`config.mk`:
```
export PLATFORM = sky130hd
export DESIGN_NAME = onewire_cmd_engine
export DESIGN_NICKNAME = d
export VERILOG_FILES = /design/src/rtl/owe_pkg.sv /design/src/rtl/owe_byte_ram.sv /design/src/rtl/owe_rtc_counter.sv /design/src/rtl/onewire_cmd_engine.sv
export SDC_FILE = /design/constraint.sdc
export NUM_CORES = 2
export LEC_CHECK = 0
export ABC_CLOCK_PERIOD_IN_PS = 11700
export BUFFER_PORTS_ARGS = -buffer_cell sky130_fd_sc_hd__buf_2
export CORE_MARGIN = 10
export CORE_UTILIZATION = 40
export CTS_BUF_LIST = sky130_fd_sc_hd__clkbuf_8
export DETAILED_ROUTE_END_ITERATION = 8
export PLACE_DENSITY = 0.62
export SLEW_MARGIN = 20
export SYNTH_ARGS = -nofsm -noshare
export SYNTH_HDL_FRONTEND = slang
export SYNTH_HIERARCHICAL = 1
export SYNTH_MEMORY_MAX_BITS = 65536
export SYNTH_SLANG_ARGS = --single-unit
export TNS_END_PERCENT = 10
```
`constraint.sdc`:
```
create_clock -name clk -period 11.7 [get_ports clk]
set_clock_uncertainty 0.1 [all_clocks]
set_input_delay 2.34 -clock clk [delete_from_list [all_inputs] [get_ports clk]]
set_output_delay 2.34 -clock clk [all_outputs]
set_load 0.03 [all_outputs]
```
`src/rtl/owe_pkg.sv`:
```
package owe_pkg;

  typedef enum logic [4:0] {
    S_IDLE,
    S_ROMCMD,
    S_RDROM,
    S_MTROM,
    S_MEMCMD,
    S_TA1,
    S_TA2,
    S_RDMEM,
    S_WRPAD,
    S_TXA1,
    S_TXA2,
    S_TXEND,
    S_RDPAD,
    S_AU1,
    S_AU2,
    S_AU3,
    S_COPY,
    S_CPST
  } eng_state_e;

  localparam logic [7:0] OP_ROM_READ  = 8'h33;
  localparam logic [7:0] OP_ROM_MATCH = 8'h55;
  localparam logic [7:0] OP_ROM_SKIP  = 8'hCC;
  localparam logic [7:0] OP_MEM_READ  = 8'hF0;
  localparam logic [7:0] OP_PAD_WRITE = 8'h0F;
  localparam logic [7:0] OP_PAD_READ  = 8'hAA;
  localparam logic [7:0] OP_PAD_COPY  = 8'h55;

endpackage

```
`src/rtl/owe_byte_ram.sv`:
```
module owe_byte_ram #(
  parameter int DEPTH = 512,
  localparam int AW = $clog2(DEPTH)
) (
  input  logic          clk,
  input  logic          we,
  input  logic [AW-1:0] waddr,
  input  logic [7:0]    wdata,
  input  logic [AW-1:0] raddr,
  output logic [7:0]    rdata
);

  logic [7:0] cells [DEPTH];

  always_ff @(posedge clk) begin
    if (we) begin
      cells[waddr] <= wdata;
    end
  end

  assign rdata = cells[raddr];

endmodule

```
`src/rtl/owe_rtc_counter.sv`:
```
module owe_rtc_counter #(
  parameter int NBYTES = 5,
  localparam int IW = $clog2(NBYTES),
  localparam int W  = 8 * NBYTES
) (
  input  logic          clk,
  input  logic          rst_n,
  input  logic          tick,
  input  logic          we,
  input  logic [IW-1:0] widx,
  input  logic [7:0]    wdata,
  output logic [W-1:0]  value
);

  // carry[g] : byte g must increment this cycle
  logic [NBYTES-1:0] carry;

  assign carry[0] = tick & ~we;

  for (genvar g = 0; g < NBYTES; g++) begin : g_byte
    logic [7:0] cur;
    logic [7:0] nxt;
    logic       sel;
    logic       en;

    assign sel = we && (widx == IW'(g));
    assign en  = sel || carry[g];

    always_comb begin
      if (sel) nxt = wdata;
      else     nxt = cur + 8'd1;
    end

    always_ff @(posedge clk or negedge rst_n) begin
      if (!rst_n)  cur <= 8'h00;
      else if (en) cur <= nxt;
    end

    assign value[8*g +: 8] = cur;

    if (g < NBYTES - 1) begin : g_carry
      assign carry[g+1] = carry[g] & (cur == 8'hFF);
    end
  end

endmodule

```
`src/rtl/onewire_cmd_engine.sv`:
```
module onewire_cmd_engine
  import owe_pkg::*;
#(
  parameter logic [63:0] ID_VALUE  = 64'h2A5B17C39904E16F,
  parameter int          MEM_BYTES = 512,
  parameter int          PAD_BYTES = 32,
  parameter int          RTC_BYTES = 5,
  parameter logic [15:0] RTC_BASE  = 16'h0202,
  parameter logic [15:0] STOP_ADDR = 16'h021F
) (
  input  logic       clk,
  input  logic       rst_n,
  input  logic       bus_rst,
  input  logic       rx_vld,
  input  logic [7:0] rx_byte,
  input  logic       tx_req,
  output logic [7:0] tx_byte,
  input  logic       tick
);

  localparam int MEM_AW = $clog2(MEM_BYTES);
  localparam int PAD_AW = $clog2(PAD_BYTES);
  localparam int RTC_IW = $clog2(RTC_BYTES);
  localparam int RTC_W  = 8 * RTC_BYTES;
  localparam logic [15:0] MEM_LIMIT = 16'(MEM_BYTES);
  localparam logic [15:0] RTC_LIMIT = RTC_BASE + 16'(RTC_BYTES);

  eng_state_e        st, st_d;
  logic [2:0]        rom_idx, rom_idx_d;
  logic [15:0]       ptr, ptr_d;
  logic [7:0]        ta1, ta1_d, ta2, ta2_d;
  logic [PAD_AW-1:0] end_ofs, end_ofs_d, wofs, wofs_d;
  logic              op_rd, op_rd_d;
  logic              armed, armed_d;
  logic              auth_ok, auth_ok_d;
  logic              pad_done, pad_done_d;

  logic              rx_go, tx_go;
  logic [7:0]        pad_rdata, ram_rdata, rom_byte, mem_byte;
  logic [15:0]       cp_addr, rtc_rel;
  logic              ram_we, rtc_we, pad_we;
  logic [RTC_W-1:0]  rtc_val;

  assign rx_go   = rx_vld & ~bus_rst;
  assign tx_go   = tx_req & ~bus_rst;
  assign cp_addr = {ta2, ta1} + 16'(ptr[PAD_AW-1:0]);
  assign rtc_rel = ptr - RTC_BASE;

  // ---------------- storage ----------------
  assign pad_we = (st == S_WRPAD) && rx_go;
  assign ram_we = (st == S_COPY) && (cp_addr < MEM_LIMIT);
  assign rtc_we = (st == S_COPY) && (cp_addr >= RTC_BASE) && (cp_addr < RTC_LIMIT);

  owe_byte_ram #(.DEPTH(PAD_BYTES)) u_pad (
    .clk   (clk),
    .we    (pad_we),
    .waddr (wofs),
    .wdata (rx_byte),
    .raddr (ptr[PAD_AW-1:0]),
    .rdata (pad_rdata)
  );

  owe_byte_ram #(.DEPTH(MEM_BYTES)) u_store (
    .clk   (clk),
    .we    (ram_we),
    .waddr (cp_addr[MEM_AW-1:0]),
    .wdata (pad_rdata),
    .raddr (ptr[MEM_AW-1:0]),
    .rdata (ram_rdata)
  );

  owe_rtc_counter #(.NBYTES(RTC_BYTES)) u_rtc (
    .clk   (clk),
    .rst_n (rst_n),
    .tick  (tick),
    .we    (rtc_we),
    .widx  (RTC_IW'(cp_addr - RTC_BASE)),
    .wdata (pad_rdata),
    .value (rtc_val)
  );

  // ---------------- read-side muxes ----------------
  always_comb begin
    rom_byte = 8'h00;
    for (int i = 0; i < 8; i++) begin
      if (rom_idx == 3'(i)) rom_byte = ID_VALUE[8*i +: 8];
    end
  end

  always_comb begin
    mem_byte = 8'h00;
    if (ptr >= STOP_ADDR) begin
      mem_byte = 8'hFF;
    end else if (ptr < MEM_LIMIT) begin
      mem_byte = ram_rdata;
    end else begin
      for (int i = 0; i < RTC_BYTES; i++) begin
        if (rtc_rel == 16'(i)) mem_byte = rtc_val[8*i +: 8];
      end
    end
  end

  always_comb begin
    unique case (st)
      S_RDROM: tx_byte = rom_byte;
      S_RDMEM: tx_byte = mem_byte;
      S_TXA1:  tx_byte = ta1;
      S_TXA2:  tx_byte = ta2;
      S_TXEND: tx_byte = 8'(end_ofs);
      S_RDPAD: tx_byte = pad_done ? 8'hFF : pad_rdata;
      S_COPY:  tx_byte = 8'h00;
      S_CPST:  tx_byte = auth_ok ? 8'hFF : 8'h00;
      default: tx_byte = 8'hFF;
    endcase
  end

  // ---------------- next state ----------------
  always_comb begin
    st_d       = st;
    rom_idx_d  = rom_idx;
    ptr_d      = ptr;
    ta1_d      = ta1;
    ta2_d      = ta2;
    end_ofs_d  = end_ofs;
    wofs_d     = wofs;
    op_rd_d    = op_rd;
    armed_d    = armed;
    auth_ok_d  = auth_ok;
    pad_done_d = pad_done;

    if (bus_rst) begin
      st_d      = S_ROMCMD;
      auth_ok_d = 1'b0;
    end else begin
      unique case (st)
        S_ROMCMD: if (rx_go) begin
          rom_idx_d = 3'd7;
          unique case (rx_byte)
            OP_ROM_READ:  st_d = S_RDROM;
            OP_ROM_MATCH: st_d = S_MTROM;
            OP_ROM_SKIP:  st_d = S_MEMCMD;
            default:      st_d = S_IDLE;
          endcase
        end
        S_RDROM: if (tx_go) begin
          if (rom_idx == 3'd0) st_d = S_MEMCMD;
          else                 rom_idx_d = rom_idx - 3'd1;
        end
        S_MTROM: if (rx_go) begin
          if (rx_byte != rom_byte)  st_d = S_IDLE;
          else if (rom_idx == 3'd0) st_d = S_MEMCMD;
          else                      rom_idx_d = rom_idx - 3'd1;
        end
        S_MEMCMD: if (rx_go) begin
          unique case (rx_byte)
            OP_MEM_READ:  begin st_d = S_TA1; op_rd_d = 1'b1; end
            OP_PAD_WRITE: begin st_d = S_TA1; op_rd_d = 1'b0; end
            OP_PAD_READ:  st_d = S_TXA1;
            OP_PAD_COPY:  begin st_d = S_AU1; auth_ok_d = 1'b1; end
            default:      st_d = S_IDLE;
          endcase
        end
        S_TA1: if (rx_go) begin
          st_d = S_TA2;
          if (op_rd) ptr_d[7:0] = rx_byte;
          else       ta1_d      = rx_byte;
        end
        S_TA2: if (rx_go) begin
          if (op_rd) begin
            ptr_d[15:8] = rx_byte;
            st_d        = S_RDMEM;
          end else begin
            ta2_d     = rx_byte;
            wofs_d    = '0;
            end_ofs_d = '0;
            armed_d   = 1'b1;
            st_d      = S_WRPAD;
          end
        end
        S_RDMEM: if (tx_go && (ptr < STOP_ADDR)) begin
          ptr_d = ptr + 16'd1;
        end
        S_WRPAD: if (rx_go) begin
          end_ofs_d = wofs;
          wofs_d    = wofs + 1'b1;
        end
        S_TXA1: if (tx_go) st_d = S_TXA2;
        S_TXA2: if (tx_go) st_d = S_TXEND;
        S_TXEND: if (tx_go) begin
          st_d       = S_RDPAD;
          ptr_d      = '0;
          pad_done_d = 1'b0;
        end
        S_RDPAD: if (tx_go && !pad_done) begin
          if (ptr[PAD_AW-1:0] == end_ofs) pad_done_d = 1'b1;
          else                            ptr_d      = ptr + 16'd1;
        end
        S_AU1: if (rx_go) begin
          st_d = S_AU2;
          if (rx_byte != ta1) auth_ok_d = 1'b0;
        end
        S_AU2: if (rx_go) begin
          st_d = S_AU3;
          if (rx_byte != ta2) auth_ok_d = 1'b0;
        end
        S_AU3: if (rx_go) begin
          auth_ok_d = auth_ok && armed && (rx_byte == 8'(end_ofs));
          ptr_d     = '0;
          if (auth_ok && armed && (rx_byte == 8'(end_ofs))) begin
            armed_d = 1'b0;
            st_d    = S_COPY;
          end else begin
            st_d = S_CPST;
          end
        end
        S_COPY: begin
          if (ptr[PAD_AW-1:0] == end_ofs) st_d  = S_CPST;
          else                            ptr_d = ptr + 16'd1;
        end
        S_CPST: if (tx_go) auth_ok_d = 1'b0;
        default: ;
      endcase
    end
  end

  // ---------------- registers ----------------
  always_ff @(posedge clk or negedge rst_n) begin
    if (!rst_n) begin
      st       <= S_IDLE;
      rom_idx  <= 3'd0;
      ptr      <= 16'h0000;
      ta1      <= 8'h00;
      ta2      <= 8'h00;
      end_ofs  <= '0;
      wofs     <= '0;
      op_rd    <= 1'b0;
      armed    <= 1'b0;
      auth_ok  <= 1'b0;
      pad_done <= 1'b0;
    end else begin
      st       <= st_d;
      rom_idx  <= rom_idx_d;
      ptr      <= ptr_d;
      ta1      <= ta1_d;
      ta2      <= ta2_d;
      end_ofs  <= end_ofs_d;
      wofs     <= wofs_d;
      op_rd    <= op_rd_d;
      armed    <= armed_d;
      auth_ok  <= auth_ok_d;
      pad_done <= pad_done_d;
    end
  end

endmodule

```
-- Yosys cells after proc, flatten, opt, wreduce, memory -nomap -nowiden
Memory sizes are Yosys's and may differ from the RTL's.
Index checks and enable logic that the tools add are counted.
- register bits: 94
- memory bits (writable): 4352
- bits of input ports: 14
- memories kept: 2
- memory list (memory ; depth ; bits a word ; read ports ; clocked after memory_dff ; write ports ; RTL line ; source):
    u_store.cells ; 512 ; 8 ; 1 ; 0 ; 1 ; owe_byte_ram.sv:13 ; logic [7:0] cells [DEPTH];
    u_pad.cells ; 32 ; 8 ; 1 ; 0 ; 1 ; owe_byte_ram.sv:13 ;
- add/sub/neg operators: 11
- order comparisons: 6
- equality and inequality tests: 80
- muxes and demuxes: 88
- bitwise operators: 10
- reduce and logical (&&, ||, !) cells: 43
- operators with widths (kind ; count):
    $mux W8 ; 23
    $mux W5 ; 20
    $pmux W8 S6 ; 2
    $mux W16 ; 5
    $pmux W5 S13 ; 1
    $lt A16 B10 Y1 const B ; 4
    $pmux W8 S8 ; 1
    $eq A8 B8 Y1 const B ; 7
    $ne A3 B3 Y1 const B ; 16
    $add A8 B1 Y8 const B ; 5
    $eq A5 B4 Y1 const B ; 8
    $eq A16 B2 Y1 const B ; 2
    $ge A16 B10 Y1 const B ; 2
    $ne A2 B2 Y1 const B ; 16
    $ne A8 B8 Y1 ; 3
    $eq A5 B3 Y1 const B ; 4
    $mux W1 ; 20
    $pmux W5 S2 ; 2
    $pmux W3 S3 ; 2
    $reduce_bool A6 Y1 ; 3
    $add A16 B1 Y16 const B ; 1
    $add A16 B5 Y16 ; 1
    $eq A16 B1 Y1 const B ; 1
    $eq A16 B3 Y1 const B ; 1
    other kinds (39) ; 88

-- Depth between registers and ports, before layout
- word-level depth: 14
- mapped depth: 17
- depth with buffers taken out: 15

-- Hierarchy
Netlist, hierarchy kept.
- by module, submodules not included (module ; instances ; cells an instance ; area each (µm²) ; sequential area each (µm²)):
    owe_byte_ram at u_store ; 1 ; 8022 ; 159767.0 ; 122998.0
    owe_byte_ram at u_pad ; 1 ; 409 ; 9893.2 ; 7687.4
    onewire_cmd_engine ; 1 ; 756 ; 5596.6 ; 1351.3
    owe_rtc_counter ; 1 ; 270 ; 2378.5 ; 1001.0

-- Worst setup path before layout
OpenSTA, ideal clock, no wires.
- kind: reg-to-output
- start point: reg ptr[1]
- end point: out tx_byte[3]
- arrival: 6.510 ns
- slack: 2.750 ns
- stages on the path, launching flop included: 12
- path buffers: 2
- cell sequence: dfrtp_1 > buf_2 > buf_1 > mux4_2 > mux2_2 > and3b_1 > a21oi_1 > nor4b_1 > a31oi_1 > nand2_1 > nor3_1 > o21ai_0
- elaborated cells on any way between the ends: 19
- RTL lines (element ; RTL line ; source):
    from (decl) ; onewire_cmd_engine.sv:30 ; logic [15:0] ptr, ptr_d;
    from (signal assigned) ; onewire_cmd_engine.sv:243 ; ptr <= ptr_d;
    $mem_v2 Z32 W8 ; -- ;
    named net pad_rdata[3] ; onewire_cmd_engine.sv:39 ; logic [7:0] pad_rdata, ram_rdata, rom_byte, mem_byte;
    $mux W8 ; onewire_cmd_engine.sv:110 ; S_RDPAD: tx_byte = pad_done ? 8'hFF : pad_rdata;
    $pmux W8 S8 ; onewire_cmd_engine.sv:104 ; unique case (st)
    to (decl) ; onewire_cmd_engine.sv:17 ; output logic [7:0] tx_byte,
The timed path passes the listed nets, and every way through them passes these cells.

-- Final worst setup path
- start point: reg ptr[0]
- end point: out tx_byte[7]
- elaborated cells on any way between the ends: 19
- RTL lines (element ; RTL line ; source):
    $mem_v2 Z512 W8 ; -- ;
    named net ram_rdata[7] ; onewire_cmd_engine.sv:39 ;
    $mux W8 ; onewire_cmd_engine.sv:94 ; end else if (ptr < MEM_LIMIT) begin
    $mux W8 ; onewire_cmd_engine.sv:92 ; if (ptr >= STOP_ADDR) begin
    $pmux W8 S8 ; onewire_cmd_engine.sv:104 ;
The timed path passes the listed nets, and every way through them passes these cells.

==> impl_results.md <==
* Number of violations of the max-capacitance limit at 0
* Portion of synthesized cell area occupied by the leading cell type at 0.736
* Global-route wire length before repair at between 600000 and 700000 um
* Buffer type at the clock tree root: clkbuf_8
* Final Util at 0.445
* Ports at 22
* Mean routed wirelength per cell at 28.9 um
* Fin. Hold Viols at 0
* Power density cells at between 150 and 200 nW/um2
* Most frequent cells in the layout: edfxtp_1 (4352), mux2i_1 (801), mux4_2 (734)
* Vert. Die Dim at 686 um
* Synth Net Count at 9495
* Sum of negative setup slack at 0 ns
* Fin. max-slew vios at 0
* Number of gates given a new drive strength after cts at 0
* Layout filler cell count at 37700
* Post-synthesis cell area at roughly 180000 um2
* Hold Worst Slack at 0.455 ns
* Worst setup margin at 1.91 ns
* Post-Synthesis Cells at 9457
* Vias in the first global route at around 95000
* H-tree levels at 6
* Placer's final routability congestion estimate at 0.926
* Length of the first detailed-routing pass in iterations at 7
* Leakage at 66.8 nW
* Total clock buffers created by CTS at between 600 and 700
* Total Nets Final at 9796
* Count of cell types in the netlist at 88
* Worst slack after detailed placement at 3.43 ns
* Wire length the detailed router placed on met1 at 186000 um
* Total overflow reported by the global router at 0
* Flip-flop and latch count after synthesis at 4446
* Crit path arrival time at about 7.4 ns
* Count of buffers inserted at the top-level ports at 21
* Top cells by area, synth: edfxtp_1 (74%), mux4_2 (9.3%), mux2i_1 (4.5%)
* DRT iter0 DRCs at 12200
* Pin count of the biggest net entering global routing at 145
* # setup viols final at 0
* # hold bufs at CTS at 0
* Initial cell density of the core at 0.402
* Post-route clock period utilization at 0.836
* Die Area at about 470000 um2
* Worst slew slack as a fraction of its limit at 0.139
* Average via count per standard cell at 5.90
* Number of standard-cell rows in the floorplan at 244
* DRC errors left at 0
* Element type at the critical path start: flop
* Half-perimeter wire length after placement at 282000 um
* Capturing element type of the critical path: output port
* Clock tree from TritonCTS: yes
* Highest metal used: met5
* Number of flops mapped to enable cells by yosys at 4352
* Transition time at the pin with the least slew margin at about 1.3 ns
* Total core area at 442000 um2
* Setup Buffers After CTS at 0
* IR Drop Worst-Case VDD at 0.115 mV
* Commonest non-fill, non-tap cell in the layout: edfxtp_1
* Layout cells sized above 1 at 0.184
* Detailed route wirelength on metal3 at 45900 um
* Synthesis warning total at 6
* WL met2 at about 220000 um
* Average size of a mapped cell at ~19 um2
* Status: complete, no violations
* Asr flop ratio synth at 0.0211
* Post-layout minimum cycle time at 9.79 ns
* Top achievable clock speed at 0.102 GHz
* Total vias in the final route at 95700
* Most instantiated flip-flop cell in the synthesis netlist: edfxtp_1
* Register area share after synthesis at 0.749
* Number of antenna-violating nets in the routed design at 0
* Number of buffers between clock root and the deepest sink at 4
* Initial antenna violation count at 22
* RSZ-0062 raised after global routing: no
* Source-to-sink clock delay at the later pin of the worst-skew pair at 1.26 ns
* Power after layout at 0.0296 W
* Highest fanout seen on the critical path at roughly 80
* Num Clock Sinks at around 4400
* Overall Global Routing Usage at 0.192
* Hold Crit Class: flop to flop
* Library cell with the largest summed area after synthesis: edfxtp_1
* Classification of the worst setup path: flop to output port
* Req. time, crit path at 9.26 ns
* Wire length reported by the detailed router at 469000 um
* Die Span X at 686 um
* Area growth from synthesis to final layout at 10.8%
* Clock transition time at the flip-flop clock pins of the worst setup and hold paths at 0.06 ns
==> state kept, by name, summed over array words and instances, names as in the netlist <==
signal,flops
u_pad/cells,256
u_store/cells,4096
auth_ok,1
rom_idx,3
ta1,8
op_rd,1
pad_done,1
armed,1
ptr,16
end_ofs,5
wofs,5
st,5
ta2,8
u_rtc/g_byte.cur,40
==> layer usage <==
| layer | track usage | vias to the layer above |
|---|---|---|
| li1 | - | 39700 |
| met1 | 0.263 | 49900 |
| met2 | 0.302 | 5200 |
| met3 | 0.0439 | 891 |
| met4 | 0.0673 | 4 |
| met5 | 0 | - |
==> critical path, cell delays in order (launching register included) <==
cell and delay, ns:
dfrtp_4 1.03, buf_4 0.34, buf_12 0.38, buf_4 0.51
mux2i_1 0.14, o221ai_1 0.40, o31ai_1 0.14, nor4_1 0.44
nand4_1 0.28, o21ai_0 0.34, buf_4 0.30, o2111a_1 0.36
a21oi_1 0.13, nor2_1 0.21, nor3_1 0.07, o21ai_0 0.26
buf_2 0.32
==> logic make-up (layout without fill, tap and decap cells) <==
family | after synthesis | after routing | share of synthesized area
adder cells (fa/ha/maj) | 24 | 24 | 0.00173
XOR/XNOR | 55 | 55 | 0.00271
multiplexers | 1559 | 1559 | 0.140
AND/OR/NAND/NOR | 1425 | 1425 | 0.0365
other | 0 | 6 | 0
AO/OA/AOI/OAI | 1313 | 1313 | 0.0509
flip-flops | 4446 | 4446 | 0.749
buffers and inverters | 635 | 1482 | 0.0195
==> per-stage QoR <==
stage | instances | cell area [um2]
floorplan | 9457 | 178000
global placement | 15000 | 184000
detailed placement | 15000 | 184000
CTS | 16200 | 197000
global route | 16200 | 197000
finish | 16200 | 197000
==> power breakdown <==
| part | leakage, nW | switching, W | internal (W) |
|---|---|---|---|
| clock | 7.26 | 0.00609 | 0.00606 |
| sequential | 40.2 | 0.0000127 | 0.0173 |
| combinational | 19.3 | 0.000131 | 0.0000433 |
==> synth_stat cells (10+ instances only) <==
cell and n:
o21ai_0 207, nand3_1 68, a22o_1 10, nand2_1 215
o211ai_1 14, nand4_1 48, nand2b_1 13, or3_1 17
a221o_1 12, clkbuf_1 324, and2_1 31, a22oi_1 78
buf_2 65, o22ai_1 167, nor3_1 144, nor3b_1 14
buf_4 77, buf_8 11, inv_1 33, mux2_2 24
a211oi_1 22, nor2b_1 22, a31oi_1 14, dfrtp_1 94
ha_1 23, xnor2_1 20, mux2i_1 801, o221ai_1 374
nor2_1 714, o31ai_1 22, buf_1 52, buf_6 67
edfxtp_1 4352, xor2_1 35, nor4_1 56, and3_1 23
mux4_2 734, o311ai_0 10, a21oi_1 285
==> area by class of cell <==
cell class / count / area [um2] / area share
Antenna cell: 6 / 15.0 / 0.0000763
Timing Repair Buffer: 204 / 1880 / 0.00957
Inverter: 34 / 135 / 0.000687
Clock inverter: 533 / 2980 / 0.0151
Multi-Input combinational cell: 4376 / 41500 / 0.211
Clock buffer: 711 / 9790 / 0.0497
Sequential cell: 4446 / 133000 / 0.676
Tap cell: 5904 / 7390 / 0.0375
==> final timing paths <==
| kind | start | end | slack, ns | cells after the start |
|---|---|---|---|---|
| worst max-delay path | ptr[0] | tx_byte[7] | 1.91 | 16 |
| worst min register to register | u_rtc/g_byte[0].cur[1] | u_rtc/g_byte[0].cur[1] | 0.45 | 2 |
| worst max register to register | ptr[0] | u_store/cells[423][7] | 4.75 | 9 |
| min in group asynchronous | rst_n | u_rtc/g_byte[0].cur[6] | 0.93 | 1 |
| worst min-delay path | u_rtc/g_byte[0].cur[1] | u_rtc/g_byte[0].cur[1] | 0.45 | 2 |
| max in group asynchronous | rst_n | ptr[2] | 9.17 | 2 |
Power figures use the tool's default switching activity.
